### config.mk
export PLATFORM = sky130hd
export DESIGN_NAME = apbreg_top
export DESIGN_NICKNAME = d
export VERILOG_FILES = /design/src/rtl/apbreg_pkg.sv /design/src/rtl/apbreg_decode.sv /design/src/rtl/apbreg_wait.sv /design/src/rtl/apbreg_bank.sv /design/src/rtl/apbreg_top.sv
export SDC_FILE = /design/constraint.sdc
export NUM_CORES = 1
export LEC_CHECK = 0
export CAP_MARGIN = 10
export CELL_PAD_IN_SITES_DETAIL_PLACEMENT = 0
export CELL_PAD_IN_SITES_GLOBAL_PLACEMENT = 2
export CORE_MARGIN = 10
export CORE_UTILIZATION = 26
export DETAILED_ROUTE_END_ITERATION = 12
export GPL_TIMING_DRIVEN = 0
export PLACE_DENSITY = 0.8
export SYNTH_ARGS = -nofsm -noshare
export SYNTH_HDL_FRONTEND = slang
export SYNTH_SLANG_ARGS = --single-unit
### constraint.sdc
create_clock -name clk_i -period 3 [get_ports clk_i]
set_clock_uncertainty 0.1 [all_clocks]
set_input_delay 0.6 -clock clk_i [delete_from_list [all_inputs] [get_ports clk_i]]
set_output_delay 0.6 -clock clk_i [all_outputs]
set_load 0.05 [all_outputs]
### src/rtl/apbreg_pkg.sv
package apbreg_pkg;

    localparam int DATA_W = 32;
    localparam int LANE_W = 8;
    localparam int STRB_W = DATA_W / LANE_W;

    typedef enum logic [1:0] {
        TGT_CTRL    = 2'd0,
        TGT_STATUS  = 2'd1,
        TGT_SCRATCH = 2'd2,
        TGT_NONE    = 2'd3
    } target_e;

    typedef struct packed {
        target_e tgt;
        logic    fault;
        logic    wr_ok;
    } decode_t;

    // Merge write data into an old word, one byte lane per strobe bit.
    function automatic logic [DATA_W-1:0] lane_merge(
        input logic [DATA_W-1:0] old_w,
        input logic [DATA_W-1:0] new_w,
        input logic [STRB_W-1:0] strb
    );
        logic [DATA_W-1:0] res;
        res = old_w;
        for (int k = 0; k < STRB_W; k++) begin
            if (strb[k]) begin
                res[k*LANE_W +: LANE_W] = new_w[k*LANE_W +: LANE_W];
            end
        end
        return res;
    endfunction

endpackage

### src/rtl/apbreg_decode.sv
module apbreg_decode
    import apbreg_pkg::*;
#(
    parameter int ADDR_W      = 12,
    parameter int CTRL_OFS    = 0,
    parameter int STATUS_OFS  = 4,
    parameter int SCRATCH_OFS = 8
) (
    input  logic [ADDR_W-1:0] addr_i,
    input  logic              wr_i,
    input  logic              priv_i,
    output decode_t           dec_o
);

    localparam logic [ADDR_W-1:0] A_CTRL    = ADDR_W'(CTRL_OFS);
    localparam logic [ADDR_W-1:0] A_STATUS  = ADDR_W'(STATUS_OFS);
    localparam logic [ADDR_W-1:0] A_SCRATCH = ADDR_W'(SCRATCH_OFS);

    target_e tgt;

    always_comb begin
        if (addr_i == A_CTRL) begin
            tgt = TGT_CTRL;
        end else if (addr_i == A_STATUS) begin
            tgt = TGT_STATUS;
        end else if (addr_i == A_SCRATCH) begin
            tgt = TGT_SCRATCH;
        end else begin
            tgt = TGT_NONE;
        end
    end

    always_comb begin
        dec_o.tgt   = tgt;
        dec_o.fault = (tgt == TGT_NONE)
                    || (wr_i && (tgt == TGT_STATUS))
                    || (wr_i && (tgt == TGT_CTRL) && !priv_i);
        dec_o.wr_ok = wr_i && !dec_o.fault;
    end

endmodule

### src/rtl/apbreg_wait.sv
module apbreg_wait #(
    parameter int WAIT_STATES = 1
) (
    input  logic clk_i,
    input  logic rst_i,
    input  logic access_i,
    output logic ready_o
);

    localparam int CNT_W = (WAIT_STATES > 0) ? $clog2(WAIT_STATES + 1) : 1;
    localparam logic [CNT_W-1:0] LIMIT = CNT_W'(WAIT_STATES);

    logic [CNT_W-1:0] cnt_q;

    assign ready_o = access_i && (cnt_q == LIMIT);

    always_ff @(posedge clk_i) begin
        if (rst_i) begin
            cnt_q <= '0;
        end else if (access_i && !ready_o) begin
            cnt_q <= cnt_q + 1'b1;
        end else begin
            cnt_q <= '0;
        end
    end

endmodule

### src/rtl/apbreg_bank.sv
module apbreg_bank
    import apbreg_pkg::*;
(
    input  logic              clk_i,
    input  logic              rst_i,
    input  logic              we_i,
    input  target_e           tgt_i,
    input  logic [DATA_W-1:0] wdata_i,
    input  logic [STRB_W-1:0] strb_i,
    input  logic [DATA_W-1:0] status_i,
    output logic [DATA_W-1:0] ctrl_o,
    output logic [DATA_W-1:0] scratch_o,
    output logic [DATA_W-1:0] rd_word_o
);

    logic [DATA_W-1:0] ctrl_q, scratch_q;
    logic [DATA_W-1:0] ctrl_d, scratch_d;

    always_comb begin
        ctrl_d    = ctrl_q;
        scratch_d = scratch_q;
        if (we_i && (tgt_i == TGT_CTRL)) begin
            ctrl_d = lane_merge(ctrl_q, wdata_i, strb_i);
        end
        if (we_i && (tgt_i == TGT_SCRATCH)) begin
            scratch_d = lane_merge(scratch_q, wdata_i, strb_i);
        end
    end

    always_ff @(posedge clk_i) begin
        if (rst_i) begin
            ctrl_q    <= '0;
            scratch_q <= '0;
        end else begin
            ctrl_q    <= ctrl_d;
            scratch_q <= scratch_d;
        end
    end

    always_comb begin
        unique case (tgt_i)
            TGT_CTRL:    rd_word_o = ctrl_q;
            TGT_STATUS:  rd_word_o = status_i;
            TGT_SCRATCH: rd_word_o = scratch_q;
            default:     rd_word_o = '0;
        endcase
    end

    assign ctrl_o    = ctrl_q;
    assign scratch_o = scratch_q;

endmodule

### src/rtl/apbreg_top.sv
module apbreg_top
    import apbreg_pkg::*;
#(
    parameter int ADDR_W      = 12,
    parameter int WAIT_STATES = 1
) (
    input  logic              clk_i,
    input  logic              rst_i,
    input  logic              sel_i,
    input  logic              en_i,
    input  logic              wr_i,
    input  logic [ADDR_W-1:0] addr_i,
    input  logic [DATA_W-1:0] wdata_i,
    input  logic [STRB_W-1:0] strb_i,
    input  logic              priv_i,
    input  logic [DATA_W-1:0] status_i,
    output logic [DATA_W-1:0] rdata_o,
    output logic              ready_o,
    output logic              slverr_o
);

    logic              access;
    logic              done;
    logic              we;
    decode_t           dec;
    logic [DATA_W-1:0] rd_word;
    logic [DATA_W-1:0] ctrl_val;
    logic [DATA_W-1:0] scratch_val;

    assign access = sel_i && en_i;

    apbreg_wait #(
        .WAIT_STATES(WAIT_STATES)
    ) u_wait (
        .clk_i   (clk_i),
        .rst_i   (rst_i),
        .access_i(access),
        .ready_o (ready_o)
    );

    apbreg_decode #(
        .ADDR_W(ADDR_W)
    ) u_dec (
        .addr_i(addr_i),
        .wr_i  (wr_i),
        .priv_i(priv_i),
        .dec_o (dec)
    );

    assign done = access && ready_o;
    assign we   = done && dec.wr_ok;

    apbreg_bank u_bank (
        .clk_i    (clk_i),
        .rst_i    (rst_i),
        .we_i     (we),
        .tgt_i    (dec.tgt),
        .wdata_i  (wdata_i),
        .strb_i   (strb_i),
        .status_i (status_i),
        .ctrl_o   (ctrl_val),
        .scratch_o(scratch_val),
        .rd_word_o(rd_word)
    );

    assign rdata_o  = (done && !wr_i && !dec.fault) ? rd_word : '0;
    assign slverr_o = done && dec.fault;

endmodule

==> results.toml <==
[setup_path]
critPathTopFamily = "simple AND/OR/NAND/NOR gates"
timing.rr.start = "u_wait.cnt_q$_SDFF_PP0_"
arrival_ps = 2370
startpoint_type = "input port"
cp_data_required_time_ps = 2300
cpPeakStageDelay_ps = 600
endpoint_kind = "output pin"
crit_fanout = 8
cpMaxStageDelayCell = "or4_4"
path_buf_inv = 4
crit_chain = "buf_6 -> or4_4 -> nor4_4 -> buf_6 -> clkbuf_16 -> a22oi_2 -> nor2_4 -> buf_8"
cp-startpoint = "addr_i[9]"
crit_top_cell = "buf_6"
path_class = "in2out"

[placement]
placed_cell_area_sq_um = 5170
finalWeightedCongestion = 0.779
dp_hpwl_mm = 11.0
place_worst_setup_slack_ps = -1570
numPortBuffers = 117

[drt]
route.detailed.drc = 0
dr.pass1.iters = 4
vias = 3866
routedLengthMet1_mm = 7.23
route.met2.wl_mm = 7.33
wl_per_cell_microns = 20.8
wirelength_mm = 15.6
routed.top_layer = "met4"
ant_nets = 0
dr_wl_met3_microns = 935
drtIter0Drc = 194
post_drt_via_cell_ratio = 5.14

[pwr]
power_density_nw_per_um2 = 347
ir_drop_v = 0.000212
power_uw = 2130
power.leakage_uw = 0.00204

[finish]
fillerInstances = 1290
nNetsFinal = 657
diodes = 0
finalInstanceArea_sq_um = 6130
final_core_util = 0.463
drive_above_1_share = 0.333
syn_to_final_growth_pct = 74.3
final_common_cell = "clkdlybuf4s50_1"
layout_common_cells = "clkdlybuf4s50_1 (73), dfxtp_1 (65), a21oi_1 (49)"

[timing]
hold_ws_ps = 307
setup_viol = 30
hold_violations = 0
rsz0062_at_grt = "true"
tightestPinTransition_ps = 624
layout_min_cycle_time_ps = 3070
drv_slew = 0
clock.fmax_mhz = 326
worst_slack_ps = -66.1
timing.final.crit_share = 1.02
slew_headroom = 0.584

[global_route]
grt_start_max_net_pins = 20
grt_pass1_wl_mm = 23.6
track_usage = 0.164
antenna_found_initial = 0
first_global_vias = 4025
grt_remaining_overflow = 0

[floorplan]
core-area_sq_um = 13200
die_h_microns = 136
dieArea_sq_um = 18600
io_pins = 120
initial_utilization = 0.266
rows = 42
fp.dieW_microns = 136

[synthesis]
syn_nets = 516
synth_seq_area_share = 0.370
avgSynthCellArea_sq_um = 8.19
synthDistinctLibCells = 29
yosysWarnings = 0
netlist.area_leader.share = 0.370
synth-main-ff-cell = "dfxtp_1"
synth_top_cell_by_area = "dfxtp_1"
async_reset_ff_frac = 0
synth_edf_count = 0
synth_area_leaders = "dfxtp_1 (37%), mux2_2 (10%), a21oi_1 (7.0%)"
syn-instance-count = 430
ys_ff_latch = 65
syn_area_sq_um = 3520

[cts]
clock_latency_ps = 330
hold_buffers = 0
cts_buffers = 9
cts_tree = "yes"
h-tree-depth = 3
root_buffer = "clkbuf_16"
clock_sinks = 65
clk_transition_reported_paths_ps = 50
cts.path.max_buffers = 2

[hold_path]
min_path_type = "reg2reg"
hp-start = "u_wait.cnt_q$_SDFF_PP0_"

[outcome]
status = "finished with violations"
violations = "setup timing"

[flow_run]
cap_violations = 0
## cell families (layout without fill, tap and decap cells)
group / after synthesis / in the layout / synth area share
simple gates: 143 / 143 / 0.223
compound gates: 131 / 131 / 0.210
flops: 65 / 65 / 0.370
mux: 48 / 48 / 0.148
buf+inv: 43 / 189 / 0.0498
## power by group
part	internal [uW]	switching, uW	total, uW
Combinational	119	86.7	206
Clock	663	398	1060
Sequential	864	0.195	864
Total	1650	485	2130
## timing repair
| item | CTS | global route |
|---|---|---|
| pin swaps | 27 | 43 |
| setup endpoints to repair | 34 | 33 |
| setup buffers | 6 | 2 |
| gates resized for setup | 332 | 32 |
| cloned | 5 | 2 |
## state kept, by name (all words and copies together), names as in the netlist
name	count
u_bank.scratch_o	32
u_bank.ctrl_o	32
u_wait.cnt_q	1
## routing by layer
layer	vias up	GRT usage
met4	0	0.0296
met3	15	0.0439
met5	-	0
li1	1852	-
met1	1869	0.212
met2	130	0.268
## metrics by stage
step | std cells | setup TNS, ps
6_report | 752 | -1140
5_1_grt | 752 | -3640
4_1_cts | 748 | -908
3_5_place_dp | 723 | -48700
3_3_place_gp | 723 | -47610
2_1_floorplan | 430 | -74.2
## synth_stat cells (3+ instances only)
| master | count |
|---|---|
| o21ai_0 | 48 |
| nor2_1 | 33 |
| nand2b_1 | 33 |
| dfxtp_1 | 65 |
| a21oi_1 | 49 |
| nand4_1 | 8 |
| buf_2 | 3 |
| and4_1 | 6 |
| mux2_2 | 32 |
| clkbuf_1 | 37 |
| nand3_1 | 49 |
| mux2i_1 | 16 |
| a22oi_1 | 32 |
## cell type report
type	count	area [sq um]	area share
clock inverter	5	55.1	0.00898
tap	176	220	0.0359
clock buffer	11	243	0.0396
multi-input combinational	322	2480	0.405
timing repair buffer	132	1480	0.242
sequential	65	1300	0.212
buffer	41	348	0.0567
## final timing paths
kind	end	slack [ps]	depth (start not counted)
setup reg to reg	u_bank.scratch_o[23]$_SDFFE_PP0P_	1200	5
hold reg to reg	u_wait.cnt_q$_SDFF_PP0_	310	1
setup / recovery	rdata_o[14]	-70	8
hold / removal	u_wait.cnt_q$_SDFF_PP0_	310	1
(Power assumes the default switching activity.)
